`config.mk`:
```
export PLATFORM = sky130hd
export DESIGN_NAME = rx_bist_monitor
export DESIGN_NICKNAME = d
export VERILOG_FILES = /design/src/rtl/rx_bist_pkg.sv /design/src/rtl/bist_pattern_gen.sv /design/src/rtl/bist_balance.sv /design/src/rtl/bist_hold_timer.sv /design/src/rtl/rx_bist_monitor.sv
export SDC_FILE = /design/constraint.sdc
export NUM_CORES = 1
export LEC_CHECK = 0
export BUFFER_PORTS_ARGS = -buffer_cell sky130_fd_sc_hd__buf_2
export CORE_ASPECT_RATIO = 0.8
export CORE_UTILIZATION = 55
export DETAILED_ROUTE_END_ITERATION = 10
export GPL_TIMING_DRIVEN = 0
export PLACE_DENSITY_LB_ADDON = 0.25
export SLEW_MARGIN = 30
export SYNTH_ARGS = -nofsm -noshare
export SYNTH_HDL_FRONTEND = slang
export SYNTH_HIERARCHICAL = 1
export SYNTH_SLANG_ARGS = --single-unit
```
`constraint.sdc`:
```
create_clock -name clk -period 4.9 [get_ports clk]
set_input_delay 0.49 -clock clk [delete_from_list [all_inputs] [get_ports clk]]
set_output_delay 0.49 -clock clk [all_outputs]
set_load 0.005 [all_outputs]
```
`src/rtl/rx_bist_pkg.sv`:
```
package rx_bist_pkg;

    typedef enum logic [2:0] {
        ST_OFF   = 3'b000,
        ST_START = 3'b001,
        ST_HUNT  = 3'b010,
        ST_MATCH = 3'b011,
        ST_MISS  = 3'b100,
        ST_WRAP  = 3'b101
    } bist_state_t;

endpackage

```
`src/rtl/bist_pattern_gen.sv`:
```
module bist_pattern_gen #(
    parameter int          W       = 8,
    parameter int          SEQ_LEN = 255,
    parameter logic [W-1:0] SEED   = '1,
    parameter logic [W-1:0] TAPS   = 8'b1011_1000
) (
    input  logic         clk,
    input  logic         rst_n,
    input  logic         load,
    input  logic         step,
    output logic [W-1:0] expect_o,
    output logic         last_o
);
    localparam int IDX_W = $clog2(SEQ_LEN);

    logic [W-1:0]     reg_q, reg_base, reg_d;
    logic [IDX_W-1:0] idx_q, idx_base, idx_d;

    always_comb begin
        reg_base = load ? SEED : reg_q;
        idx_base = load ? '0 : idx_q;
        reg_d    = reg_base;
        idx_d    = idx_base;
        if (step) begin
            reg_d = {reg_base[W-2:0], ^(reg_base & TAPS)};
            idx_d = idx_base + 1'b1;
        end
    end

    always_ff @(posedge clk or negedge rst_n) begin
        if (!rst_n) begin
            reg_q <= SEED;
            idx_q <= '0;
        end else begin
            reg_q <= reg_d;
            idx_q <= idx_d;
        end
    end

    assign expect_o = reg_q ^ SEED;
    assign last_o   = (idx_q == IDX_W'(SEQ_LEN - 1));
endmodule

```
`src/rtl/bist_balance.sv`:
```
module bist_balance #(
    parameter int LIMIT = 16
) (
    input  logic clk,
    input  logic rst_n,
    input  logic clr,
    input  logic step,
    input  logic miss,
    output logic lost_o
);
    localparam int                 MAXV  = LIMIT + 1;
    localparam int                 BAL_W = $clog2(MAXV + 1);

    logic [BAL_W-1:0] bal_q, bal_base, bal_d;

    always_comb begin
        bal_base = clr ? '0 : bal_q;
        bal_d    = bal_base;
        if (step) begin
            if (miss) begin
                if (bal_base != BAL_W'(MAXV)) bal_d = bal_base + 1'b1;
            end else begin
                if (bal_base != '0) bal_d = bal_base - 1'b1;
            end
        end
    end

    always_ff @(posedge clk or negedge rst_n) begin
        if (!rst_n) bal_q <= '0;
        else        bal_q <= bal_d;
    end

    assign lost_o = step && (bal_d > BAL_W'(LIMIT));
endmodule

```
`src/rtl/bist_hold_timer.sv`:
```
module bist_hold_timer #(
    parameter int HOLD = 9
) (
    input  logic clk,
    input  logic rst_n,
    input  logic clr,
    input  logic tick,
    output logic expire_o
);
    localparam int CNT_W = $clog2(HOLD + 1);

    logic [CNT_W-1:0] cnt_q;

    assign expire_o = tick && !clr && (cnt_q == CNT_W'(HOLD - 1));

    always_ff @(posedge clk or negedge rst_n) begin
        if (!rst_n)        cnt_q <= '0;
        else if (clr)      cnt_q <= '0;
        else if (expire_o) cnt_q <= '0;
        else if (tick)     cnt_q <= cnt_q + 1'b1;
    end
endmodule

```
`src/rtl/rx_bist_monitor.sv`:
```
module rx_bist_monitor
    import rx_bist_pkg::*;
#(
    parameter int CHR_W      = 8,
    parameter int SEQ_LEN    = 255,
    parameter int LOSS_LIMIT = 16,
    parameter int HOLD_CHARS = 9
) (
    input  logic             clk,
    input  logic             rst_n,
    input  logic             cmp_en,
    input  logic             pll_locked,
    input  logic             eb_fault,
    input  logic             chr_vld,
    input  logic             chr_is_data,
    input  logic [CHR_W-1:0] chr_data,
    output logic [2:0]       bist_status
);
    bist_state_t state_q, state_d;

    logic             pat_load, pat_step, pat_last;
    logic [CHR_W-1:0] pat_expect;
    logic             bal_clr, bal_step, bal_lost;
    logic             hold_clr, hold_expire;
    logic             chr_match, chr_is_open;

    assign chr_match   = chr_is_data && (chr_data == pat_expect);
    assign chr_is_open = chr_is_data && (chr_data == '0);

    bist_pattern_gen #(
        .W       (CHR_W),
        .SEQ_LEN (SEQ_LEN),
        .SEED    ({CHR_W{1'b1}}),
        .TAPS    (CHR_W'(8'b1011_1000))
    ) u_pattern (
        .clk      (clk),
        .rst_n    (rst_n),
        .load     (pat_load),
        .step     (pat_step),
        .expect_o (pat_expect),
        .last_o   (pat_last)
    );

    bist_balance #(
        .LIMIT (LOSS_LIMIT)
    ) u_balance (
        .clk    (clk),
        .rst_n  (rst_n),
        .clr    (bal_clr),
        .step   (bal_step),
        .miss   (!chr_match),
        .lost_o (bal_lost)
    );

    bist_hold_timer #(
        .HOLD (HOLD_CHARS)
    ) u_hold (
        .clk      (clk),
        .rst_n    (rst_n),
        .clr      (hold_clr),
        .tick     (chr_vld),
        .expire_o (hold_expire)
    );

    // next-state and control
    always_comb begin
        state_d  = state_q;
        pat_load = 1'b0;
        pat_step = 1'b0;
        bal_clr  = 1'b0;
        bal_step = 1'b0;
        hold_clr = (state_q != ST_START);
        if (!cmp_en) begin
            state_d  = ST_OFF;
            pat_load = 1'b1;
            bal_clr  = 1'b1;
            hold_clr = 1'b1;
        end else if (!pll_locked || eb_fault) begin
            state_d  = ST_START;
            pat_load = 1'b1;
            bal_clr  = 1'b1;
            hold_clr = 1'b1;
        end else begin
            unique case (state_q)
                ST_OFF: begin
                    state_d  = ST_START;
                    pat_load = 1'b1;
                    bal_clr  = 1'b1;
                end
                ST_START: begin
                    pat_load = 1'b1;
                    bal_clr  = 1'b1;
                    if (hold_expire) state_d = ST_HUNT;
                end
                ST_HUNT: begin
                    pat_load = 1'b1;
                    bal_clr  = 1'b1;
                    if (chr_vld && chr_is_open) begin
                        pat_step = 1'b1;
                        state_d  = ST_MATCH;
                    end
                end
                ST_MATCH, ST_MISS, ST_WRAP: begin
                    if (chr_vld) begin
                        bal_step = 1'b1;
                        bal_clr  = (state_q == ST_WRAP);
                        if (bal_lost) begin
                            state_d  = ST_HUNT;
                            pat_load = 1'b1;
                        end else if (pat_last) begin
                            state_d  = ST_WRAP;
                            pat_load = 1'b1;
                        end else begin
                            pat_step = 1'b1;
                            state_d  = chr_match ? ST_MATCH : ST_MISS;
                        end
                    end
                end
                default: state_d = ST_OFF;
            endcase
        end
    end

    // state register
    always_ff @(posedge clk or negedge rst_n) begin
        if (!rst_n) state_q <= ST_OFF;
        else        state_q <= state_d;
    end

    // outputs
    always_comb begin
        bist_status = state_q;
    end
endmodule

```
[Word level (Yosys, flattened, before mapping)]
Cells that the tools add are included.
Storage, ports and cells
  bits of input ports: 15
  register bits: 28
  word-level logic and storage cells: 85
  output and inout port bits: 3
Operators by class
  bitwise logic cells: 1
  mux-type cells: 44
  $lt $le $gt $ge: 1
  add/sub/neg operators: 4
  reduce and logical (&&, ||, !) cells: 17
  equal/unequal tests: 13
Operators with widths (count)
  8-bit 2-to-1 mux: 4
  5-bit 2-to-1 mux: 5
  3-bit 2-to-1 mux: 8
  1-bit 2-to-1 mux: 20
  4-bit 2-to-1 mux: 3
  4-bit != test (second input constant): 3
  3-bit one-hot mux with 4 select lines: 1
  8-bit by 1-bit adder with 8-bit output (second input constant): 1
  8-bit == test: 1
  8-bit == test (second input constant): 1
  8-bit logical NOT: 1
  8-bit inverter: 1
  8-bit parity: 1
  3-bit by 2-bit == test with 1-bit output (second input constant): 2
  3-bit == test (second input constant): 2
  1-bit logical AND: 6
  1-bit one-hot mux with 2 select lines: 3
  3-bit OR reduction: 2
  5-bit by 1-bit adder with 5-bit output (second input constant): 1
  5-bit greater-than comparator (second input constant): 1
  5-bit != test (second input constant): 1
  5-bit nonzero test: 1
  5-bit by 1-bit subtractor with 5-bit output (second input constant): 1
  4-bit by 1-bit adder with 4-bit output (second input constant): 1
  8 further kinds: 9

[Logic depth before layout (Yosys ltp)]
Gate-level depths: netlist of run 1.
  depth after elaboration: 20
  gate-level depth with buffers: 22
  gate-level depth less buffers: 20

[By module]
The synthesis of run 1 kept the hierarchy.
By module, submodules not included
  bist_pattern_gen: area each 784.5 µm², cells an instance 78, times used 1
  bist_balance: area each 518.0 µm², cells an instance 62, times used 1
  rx_bist_monitor: area each 513.0 µm², cells an instance 66, times used 1
  bist_hold_timer: area each 241.5 µm², cells an instance 25, times used 1

[Worst setup path before layout of run 1]
No wires, ideal clock.
  path kind: input to register
  start point: in eb_fault
  end point: reg u_pattern.idx_q[6]
  library setup time: 0.140 ns
  data required time: 4.760 ns
  stages on the path: 21
  slack: 1.100 ns
  arrival time: 3.661 ns
  cell sequence: nand2b_4 > nor2_1 > nand2_1 > buf_4 > nand2b_1 > ha_1 > and2b_1 > nand2_1 > a31o_1 > o211ai_2 > o31a_1 > o21ai_0 > nand2_1 > nand2_1 > a22o_1 > nand2_1 > and2b_2 > ha_1 > nand3_1 > o311ai_0 > o41ai_1
Between the ends
  cells in the longest elaborated chain, start to end: 18
  elaborated cells between the ends (all ways): 29
  classes of those cells: add/sub: 3; order compare: 1; eq/ne: 1; mux: 21; reduce/logical: 3
Ends and longest elaborated chain
  start: declaration: line rx_bist_monitor.sv:13  | input logic eb_fault,
  1-bit logical OR *: line rx_bist_monitor.sv:78  | end else if (!pll_locked || eb_fault) begin
  1-bit 2-to-1 mux *: line rx_bist_monitor.sv:78
  1-bit 2-to-1 mux *: line rx_bist_monitor.sv:73  | if (!cmp_en) begin
  via bal_clr: line rx_bist_monitor.sv:23  | logic bal_clr, bal_step, bal_lost;
  5-bit 2-to-1 mux *: line bist_balance.sv:17  | bal_base = clr ? '0 : bal_q;
  5-bit by 1-bit adder with 5-bit output, or another cell as far along: line bist_balance.sv:21  | if (bal_base != BAL_W'(MAXV)) bal_d = bal_base + 1'b1;
  5-bit 2-to-1 mux, on equally long branches: line bist_balance.sv:21, bist_balance.sv:23
  5-bit 2-to-1 mux: line bist_balance.sv:20  | if (miss) begin
  [... 3 more ...]
  via bal_lost: line rx_bist_monitor.sv:23
  [... 2 more ...]
  1-bit one-hot mux with 2 select lines *: line rx_bist_monitor.sv:84  | unique case (state_q)
  1-bit 2-to-1 mux *: line rx_bist_monitor.sv:78
  1-bit 2-to-1 mux *: line rx_bist_monitor.sv:73
  via pat_load: line rx_bist_monitor.sv:21  | logic pat_load, pat_step, pat_last;
  8-bit 2-to-1 mux *: line bist_pattern_gen.sv:21  | idx_base = load ? '0 : idx_q;
  8-bit by 1-bit adder with 8-bit output: line bist_pattern_gen.sv:26  | idx_d = idx_base + 1'b1;
  8-bit 2-to-1 mux *: line bist_pattern_gen.sv:24  | if (step) begin
  via u_pattern.idx_d[6]: line bist_pattern_gen.sv:17  | logic [IDX_W-1:0] idx_q, idx_base, idx_d;
  end signal: assignment: line bist_pattern_gen.sv:36  | idx_q <= idx_d;
  end: declaration: line bist_pattern_gen.sv:17
The timed path passes the listed nets; every way through them passes the cells marked *.
A chain may end at the register's enable or synchronous reset.

[Final worst setup path of run 1]
  start point: reg u_pattern.reg_q[6]
  end point: reg u_pattern.idx_q[6]
Between the ends
  cells in the longest elaborated chain, start to end: 15
  elaborated cells between the ends (all ways): 20
  classes of those cells: add/sub: 1; order compare: 1; eq/ne: 1; mux: 14; bitwise: 1; reduce/logical: 2
Ends and longest elaborated chain
  start: declaration: line bist_pattern_gen.sv:16  | logic [W-1:0] reg_q, reg_base, reg_d;
  start signal: assignment: line bist_pattern_gen.sv:35  | reg_q <= reg_d;
  8-bit inverter (no source line) *
  via pat_expect[6]: line rx_bist_monitor.sv:22  | logic [CHR_W-1:0] pat_expect;
  8-bit == test *: line rx_bist_monitor.sv:27  | assign chr_match = chr_is_data && (chr_data == pat_expect);
  1-bit logical AND *: line rx_bist_monitor.sv:27
  5-bit 2-to-1 mux *: line bist_balance.sv:20
  5-bit 2-to-1 mux *: line bist_balance.sv:19  | if (step) begin
  via u_balance.bal_d[2]: line bist_balance.sv:14  | logic [BAL_W-1:0] bal_q, bal_base, bal_d;
  5-bit greater-than comparator *: line bist_balance.sv:33  | assign lost_o = step && (bal_d > BAL_W'(LIMIT));
  [... 1 more ...]
  via bal_lost: line rx_bist_monitor.sv:23
  [... 2 more ...]
  1-bit one-hot mux with 2 select lines *: line rx_bist_monitor.sv:84
  1-bit 2-to-1 mux *: line rx_bist_monitor.sv:78
  1-bit 2-to-1 mux *: line rx_bist_monitor.sv:73
  via pat_load: line rx_bist_monitor.sv:21
  8-bit 2-to-1 mux *: line bist_pattern_gen.sv:21
  8-bit by 1-bit adder with 8-bit output: line bist_pattern_gen.sv:26
  8-bit 2-to-1 mux *: line bist_pattern_gen.sv:24
  via u_pattern.idx_d[6]: line bist_pattern_gen.sv:17
Marks and branches as above.

==> impl_metrics.py, run 1 <==
metrics = {
    "logic_synthesis": {
        "synth.top_cell.area_share": 0.2433,
        "async_flop_share": 1.000,
        "syn_inst": 231,
        "yosys_warnings": 6,
        "synth_top_cell_by_area": "dfrtp_1",
        "synth_fp_nets": 250,
        "synth-edff-count": 0,
        "yosys_most_used_dff": "dfrtp_1",
        "syn_avg_cell_area_um2": 8.905,
        "yosysSeqAreaShare": 0.3455,
        "syn_area_mm2": 0.002057,
        "yosys-top-cells-area": "dfrtp_1 (24%), dfstp_2 (10%), xnor2_1 (6.0%)",
        "yosysUniqueCellTypes": 67,
        "ys_seq_elements": 28,
    },
    "grt": {
        "met1_usage": 0.3322,
        "grt.total_usage": 0.2273,
        "grt_pass1_wl_mm": 7.293,
        "grt_pass1_vias": 1587,
        "grt_overflow": 0,
        "busiest_layer": "met2",
        "grt_antenna_before_repair": 0,
        "grt_max_degree": 29,
        "gr-usage-met3": 0.03950,
        "grt_use_met2": 0.3483,
    },
    "critical_path": {
        "r2r_slack_ns": 0.68,
        "crit_type": "flip-flop to flip-flop",
        "crit_family": "compound AO/OA/AOI/OAI gates",
        "cp_common_cell": "nand2_1",
        "arrival_ns": 4.37,
        "crit_required_ns": 5.05,
        "slowest_stage": "dfstp_2",
        "worstPathCellList": "inv_1, xnor2_1, nand3_1, or3_1, inv_1, o21ai_0, a221oi_1, nor2_1, o31a_1, o21ai_0, nand2_1, nand2_1, a22o_1, nand2_1, and2b_2, ha_1, nand3_1, o311ai_0, o41ai_1",
        "worstSetupStartpointType": "flip-flop",
        "crit_path_max_incr_delay_ns": 0.54,
        "cp_max_fo": 8,
        "worstSetupEndpointType": "flip-flop",
        "critPathBufInv": 2,
    },
    "power_and_ir_drop": {
        "peakVddDrop_mv": 0.1348,
        "power_uw": 409.1,
        "pwr_density_cell_mw_per_mm2": 181.8,
        "p_leak_nw": 0.9637,
    },
    "timing": {
        "max_freq_mhz": 237.1,
        "setup_viol": 0,
        "rsz0062_at_grt": "no",
        "min_period_ns": 4.218,
        "fin_setup_tns_ns": 0,
        "tightest_slew_ns": 0.6210,
        "post-route-period-util": 0.8609,
        "hold_violations": 0,
        "slew_headroom": 0.5860,
        "hold_ws_ns": 0.2168,
        "drv_slew": 0,
        "clock_skew_ns": 0.002882,
    },
    "clock_tree": {
        "cts_tree": "yes",
        "cts_resized": 0,
        "cts-root-buf": "clkbuf_8",
        "cts_sinks": 28,
        "clkTransAtPathRegs_ns": 0.10,
        "hold_buffers": 0,
        "cts_max_level": 1,
        "cts_inserted_buffers": 3,
        "cts_post_setup_buffers_inserted": 0,
        "clk_path_buf_depth": 2,
        "clk_latency_ns": 0.28,
    },
    "die": {
        "die_area_mm2": 0.003990,
        "rows": 19,
        "die_w_um": 70.38,
        "initial_utilization": 0.5886,
        "core_mm2": 0.003495,
        "io_pins": 18,
        "die_y_um": 56.70,
    },
    "final_layout": {
        "finalNonFillerCells": 294,
        "syn2layout_area_growth_pct": 9.368,
        "layout-drive-gt1-share": 0.2222,
        "antenna_cells": 0,
        "nets": 272,
    },
    "place": {
        "gp_congestion": 0.8261,
        "place.port_buffers": 17,
        "hpwlAfterDp_mm": 3.028,
        "dp.cells": 290,
    },
    "route": {
        "route.vias.total": 1714,
        "first_iter_violations": 134,
        "drc": 0,
        "ant_nets": 0,
        "wl_per_cell_um": 14.01,
        "dr.pass1.iters": 5,
        "via_per_inst": 5.830,
        "wl_mm": 4.120,
    },
    "flow_run": {
        "max-cap-violations": 0,
    },
    "hold_path": {
        "hold_path.class": "input pin to async pin",
    },
    "run_status": {
        "status": "finished, final reports clean",
    },
}
-- Yosys cell counts (all sizes together), types with 5 or more instances --
cell	n
xnor2	14
nand3	5
o211ai	11
dfrtp	20
inv	21
o21ai	7
mux2i	6
dfstp	8
nand2	28
buf	6
nor3	7
a21oi	10
nor2	11
nand2b	8
-- state kept, by name (all words and copies together), names as in the netlist --
register	cells
u_pattern/reg_q	8
u_balance/bal_q	5
bist_status	3
u_hold/cnt_q	4
u_pattern/idx_q	8
-- path summary, 6_finish.rpt --
path | startpoint | to | cells after the start
min in group clk | u_pattern/idx_q[6] | u_pattern/idx_q[6] | 1
min | rst_n | bist_status[0] | 1
max in group asynchronous | rst_n | u_pattern/idx_q[2] | 1
max reg2reg | u_pattern/reg_q[6] | u_pattern/idx_q[6] | 19
max | u_pattern/reg_q[6] | u_pattern/idx_q[6] | 19
min reg2reg | u_pattern/idx_q[6] | u_pattern/idx_q[6] | 1
-- area by class of cell --
cell class	count	area, um^2
well taps	42	52.55
clock buffers	4	55.05
repair buffers	17	85.08
flip-flops and latches	28	710.7
fillers	298	1245
inverters	21	78.83
plain buffers	9	63.81
multi-input cells	173	1204
-- stage by stage --
| stage | area [um^2] | setup slack, ns | util |
|---|---|---|---|
| global route | 2250 | 0.2582 | 0.6438 |
| CTS | 2250 | 0.6812 | 0.6438 |
| floorplan | 2057 | 1.100 | - |
| detailed placement | 2195 | 0.4438 | 0.6280 |
| finish | 2250 | 0.6816 | 0.6438 |
| global placement | 2195 | 0.5161 | 0.6280 |
-- metal layers --
| metal | share of wire | vias to the layer above |
|---|---|---|
| met5 | 0 | - |
| met4 | 0.0075 | 0 |
| met3 | 0.038 | 4 |
| met2 | 0.46 | 37 |
| met1 | 0.50 | 802 |
| li1 | - | 871 |
-- cell usage in the layout (no fill, tap or decap), types with 4 or more instances in the layout --
master     n
nand2_1   27
inv_1     20
dfrtp_1   20
buf_2     19
xnor2_1   14
nor2_1    11
o211ai_1  10
a21oi_1    8
dfstp_2    8
nor3_1     7
mux2i_1    6
nand3_1    5
nand2b_1   5
o21ai_0    5
nand4_1    4
or4_1      4
clkbuf_8   4
ha_1       4
-- cells by family (layout without fill, tap and decap cells) --
kind of cell | count (synthesis) | in the layout | synth area share
AOI/OAI and AO/OA | 51 | 51 | 0.1837
xor gates and xnor gates | 17 | 17 | 0.07239
adders and majority gates | 4 | 4 | 0.02433
buffers and inverters | 30 | 51 | 0.06934
DFF | 28 | 28 | 0.3455
muxes | 7 | 7 | 0.03467
and+or+nand+nor | 94 | 94 | 0.2701
-- power breakdown --
part	switching, mW	total (mW)	internal (mW)
Clock	0.0728	0.145	0.0720
Combinational	0.0191	0.0317	0.0126
Sequential	0.000439	0.233	0.232
Total	0.0924	0.409	0.317
Note: power is estimated with default switching activity, not from simulation.
==> run 2, diff against run 1 <==
--- a/config.mk
+++ b/config.mk
@@ -7,8 +7,9 @@
 export LEC_CHECK = 0
 export BUFFER_PORTS_ARGS = -buffer_cell sky130_fd_sc_hd__buf_2
 export CORE_ASPECT_RATIO = 0.8
-export CORE_UTILIZATION = 55
+export CORE_UTILIZATION = 54
 export DETAILED_ROUTE_END_ITERATION = 10
+export GPL_ROUTABILITY_DRIVEN = 0
 export GPL_TIMING_DRIVEN = 0
 export PLACE_DENSITY_LB_ADDON = 0.25
 export SLEW_MARGIN = 30
==> constraint.sdc (replaced) <==
create_clock -name clk -period 3.6 [get_ports clk]
set_input_delay 0.36 -clock clk [delete_from_list [all_inputs] [get_ports clk]]
set_output_delay 0.36 -clock clk [all_outputs]
set_load 0.1 [all_outputs]
==> run 2 against run 1 <==
Net effect: count of clock-buffer cells in the layout stayed put; cell count is 13% higher; register-to-register slack worse by 0.99 ns; sequential power is 37% higher; total power is 42% higher; routed wire length is 46% higher; critical path depth is 2 lower; highest routed layer unchanged; the flow now finishes with violations (negative setup slack); worst hold slack worse by 0.12 ns; flip-flop and latch count stayed put; via count is 20% higher; clock skew is 0.0012 ns lower; largest cell class unchanged.
==> impl_metrics.py, run 2 (synthesis results as in run 1) <==
metrics = {
    "final_layout": {
        "antenna_cells": 0,
        "stdcell_area_mm2": 0.002819,
        "syn2layout_area_growth_pct": 37.04,
        "layout-drive-gt1-share": 0.4740,
        "fillers": 196,
        "fin_util": 0.7958,
        "reg_top3": "u_pattern/idx_q (8), u_pattern/reg_q (8), u_balance/bal_q (5)",
        "mostFrequentLayoutCells": "buf_4 (36), nand2_1 (21), buf_2 (17), dfrtp_1 (17), inv_1 (12)",
        "final_common_cell": "buf_4",
        "nets": 309,
    },
    "power_and_ir_drop": {
        "p_int_uw": 438.9,
        "swShare": 0.2436,
        "netSwitchingPower_uw": 141.3,
        "p_leak_nw": 1.209,
        "p_comb_frac": 0.105,
        "pwr-share-seq": 0.550,
        "pwr_density_cell_mw_per_mm2": 205.8,
        "peakVddDrop_mv": 0.2079,
        "pwr-share-clk": 0.345,
    },
    "die": {
        "rows": 19,
        "die_w_um": 71.01,
        "io_pins": 18,
        "core_mm2": 0.003542,
        "initial_utilization": 0.5807,
        "die_area_mm2": 0.004061,
        "die_y_um": 57.20,
    },
    "timing": {
        "post-route-period-util": 1.086,
        "rsz0062_at_grt": "yes",
        "min_period_ns": 3.911,
        "max_freq_mhz": 255.7,
        "drv_slew": 0,
        "layout_setup_ws_ns": -0.3106,
        "tightest_slew_ns": 0.6528,
        "hold_violations": 0,
        "setup_viol": 10,
        "clock_skew_ns": 0.001723,
        "slew_headroom": 0.5614,
    },
    "clock_tree": {
        "clk_path_buf_depth": 2,
        "clk_latency_ns": 0.28,
        "cts-root-buf": "clkbuf_8",
        "cts_inserted_buffers": 3,
        "cts_tree": "yes",
        "cts_max_level": 1,
        "clkTransAtPathRegs_ns": 0.10,
        "cts_sinks": 28,
        "hold_buffers": 0,
    },
    "critical_path": {
        "cp_max_fo": 7,
        "crit_required_ns": 3.80,
        "r2r-start": "u_pattern/reg_q[0]",
        "critPathBufInv": 2,
        "worstPathCellList": "inv_2, xnor2_2, nand3_2, or3_4, and2b_2, o221a_4, o211ai_2, o31a_1, o21ai_2, nand2_1, nand2_1, a22o_1, nand2_2, buf_4, nand2b_4, or4_1, a21oi_1",
        "worstSetupStartpointType": "flip-flop",
        "cp_common_cell": "nand2_1",
        "r2r_slack_ns": -0.31,
        "r2r_end": "u_pattern/idx_q[7]",
        "reg2reg_depth": 17,
        "crit_path_max_incr_delay_ns": 0.59,
        "slowest_stage": "dfstp_2",
        "crit_type": "flip-flop to flip-flop",
        "worstSetupEndpointType": "flip-flop",
        "arrival_ns": 4.11,
        "crit_family": "simple AND/OR/NAND/NOR gates",
    },
    "grt": {
        "grt_pass1_vias": 1772,
        "grt_max_degree": 29,
        "grt_pass1_wl_mm": 8.514,
        "grt_overflow": 0,
        "grt_antenna_before_repair": 0,
        "grt.total_usage": 0.2703,
    },
    "hold_path": {
        "hold_path.class": "input pin to async pin",
    },
    "place": {
        "hpwlAfterDp_mm": 3.208,
        "placed_cell_area_mm2": 0.002270,
        "place.port_buffers": 17,
    },
    "route": {
        "route.vias.total": 2056,
        "via_per_inst": 6.211,
        "first_iter_violations": 259,
        "wl_per_cell_um": 18.13,
        "ant_nets": 0,
        "drc": 0,
        "wl_mm": 6.000,
        "dr.pass1.iters": 6,
    },
    "flow_run": {
        "max-cap-violations": 0,
    },
    "run_status": {
        "failed_checks": "negative setup slack",
        "status": "complete, but fails checks",
    },
}
run 2: cell count changes in the layout (fill, tap and decap cells not counted), moves of 3 or more:
cell     change
buf_4       +35
dfrtp_1      -3
inv_1        -8
inv_2        +7
nand2_1      -6
nand2_2      +6
xnor2_1      -6
xnor2_2      +6
run 2: cell type report:
type / count / area (um^2) / share of cell area
multi-input cells: 173 / 1429 / 0.5069
clock buffers: 4 / 55.05 / 0.01953
repair buffers: 56 / 411.6 / 0.1460
inverters: 21 / 81.33 / 0.02885
plain buffers: 7 / 70.07 / 0.02486
flip-flops and latches: 28 / 719.4 / 0.2552
well taps: 42 / 52.55 / 0.01864
run 2: power by group through the flow:
stage          sequential [mW]  clock, mW  combinational (mW)
3_5_place_dp             0.323          0              0.0512
2_1_floorplan            0.330          0              0.0207
6_report                 0.319      0.200              0.0607
5_1_grt                  0.319      0.216              0.0649
3_3_place_gp             0.323          0              0.0507
4_1_cts                  0.319      0.203              0.0515
run 2: per-layer routing:
metal	track usage	up-vias	share of wire
met5	0	-	0
met4	0.1171	0	0.019
met3	0.04770	16	0.058
met2	0.4148	98	0.48
met1	0.3788	1004	0.44
li1	-	938	-
run 2: how the worst max path moves through the flow:
stage,start,endpoint,cells after the start
final,u_pattern/reg_q[0],u_pattern/idx_q[7],17
after global placement,u_pattern/reg_q[4],u_pattern/idx_q[6],19
after detailed placement,u_pattern/reg_q[7],u_pattern/idx_q[6],19
after CTS,u_pattern/reg_q[1],u_pattern/idx_q[7],15
after floorplan,bist_status[0],u_pattern/idx_q[6],22
after global routing,u_pattern/reg_q[0],u_pattern/idx_q[7],15
run 2: what timing repair did:
action | CTS | global route
cloned | 0 | 1
setup buffers | 23 | 15
setup endpoints to repair | 16 | 17
resized for setup | 15 | 35
pin swaps | 24 | 25
run 2: per-stage QoR:
stage / power [mW] / setup WS, ns / hold WS [ns] / TNS (ns) / instances
after CTS: 0.5735 / -0.1775 / 0.1078 / -0.4152 / 316
after floorplan: 0.3509 / -0.05167 / 0.06441 / -0.06135 / 231
final: 0.5802 / -0.3106 / 0.09544 / -1.186 / 331
after detailed placement: 0.3744 / -0.3903 / 0.4116 / -3.826 / 290
after global routing: 0.6005 / -0.3540 / 0.1458 / -2.483 / 331
after global placement: 0.3738 / -0.2892 / 0.4086 / -3.035 / 290
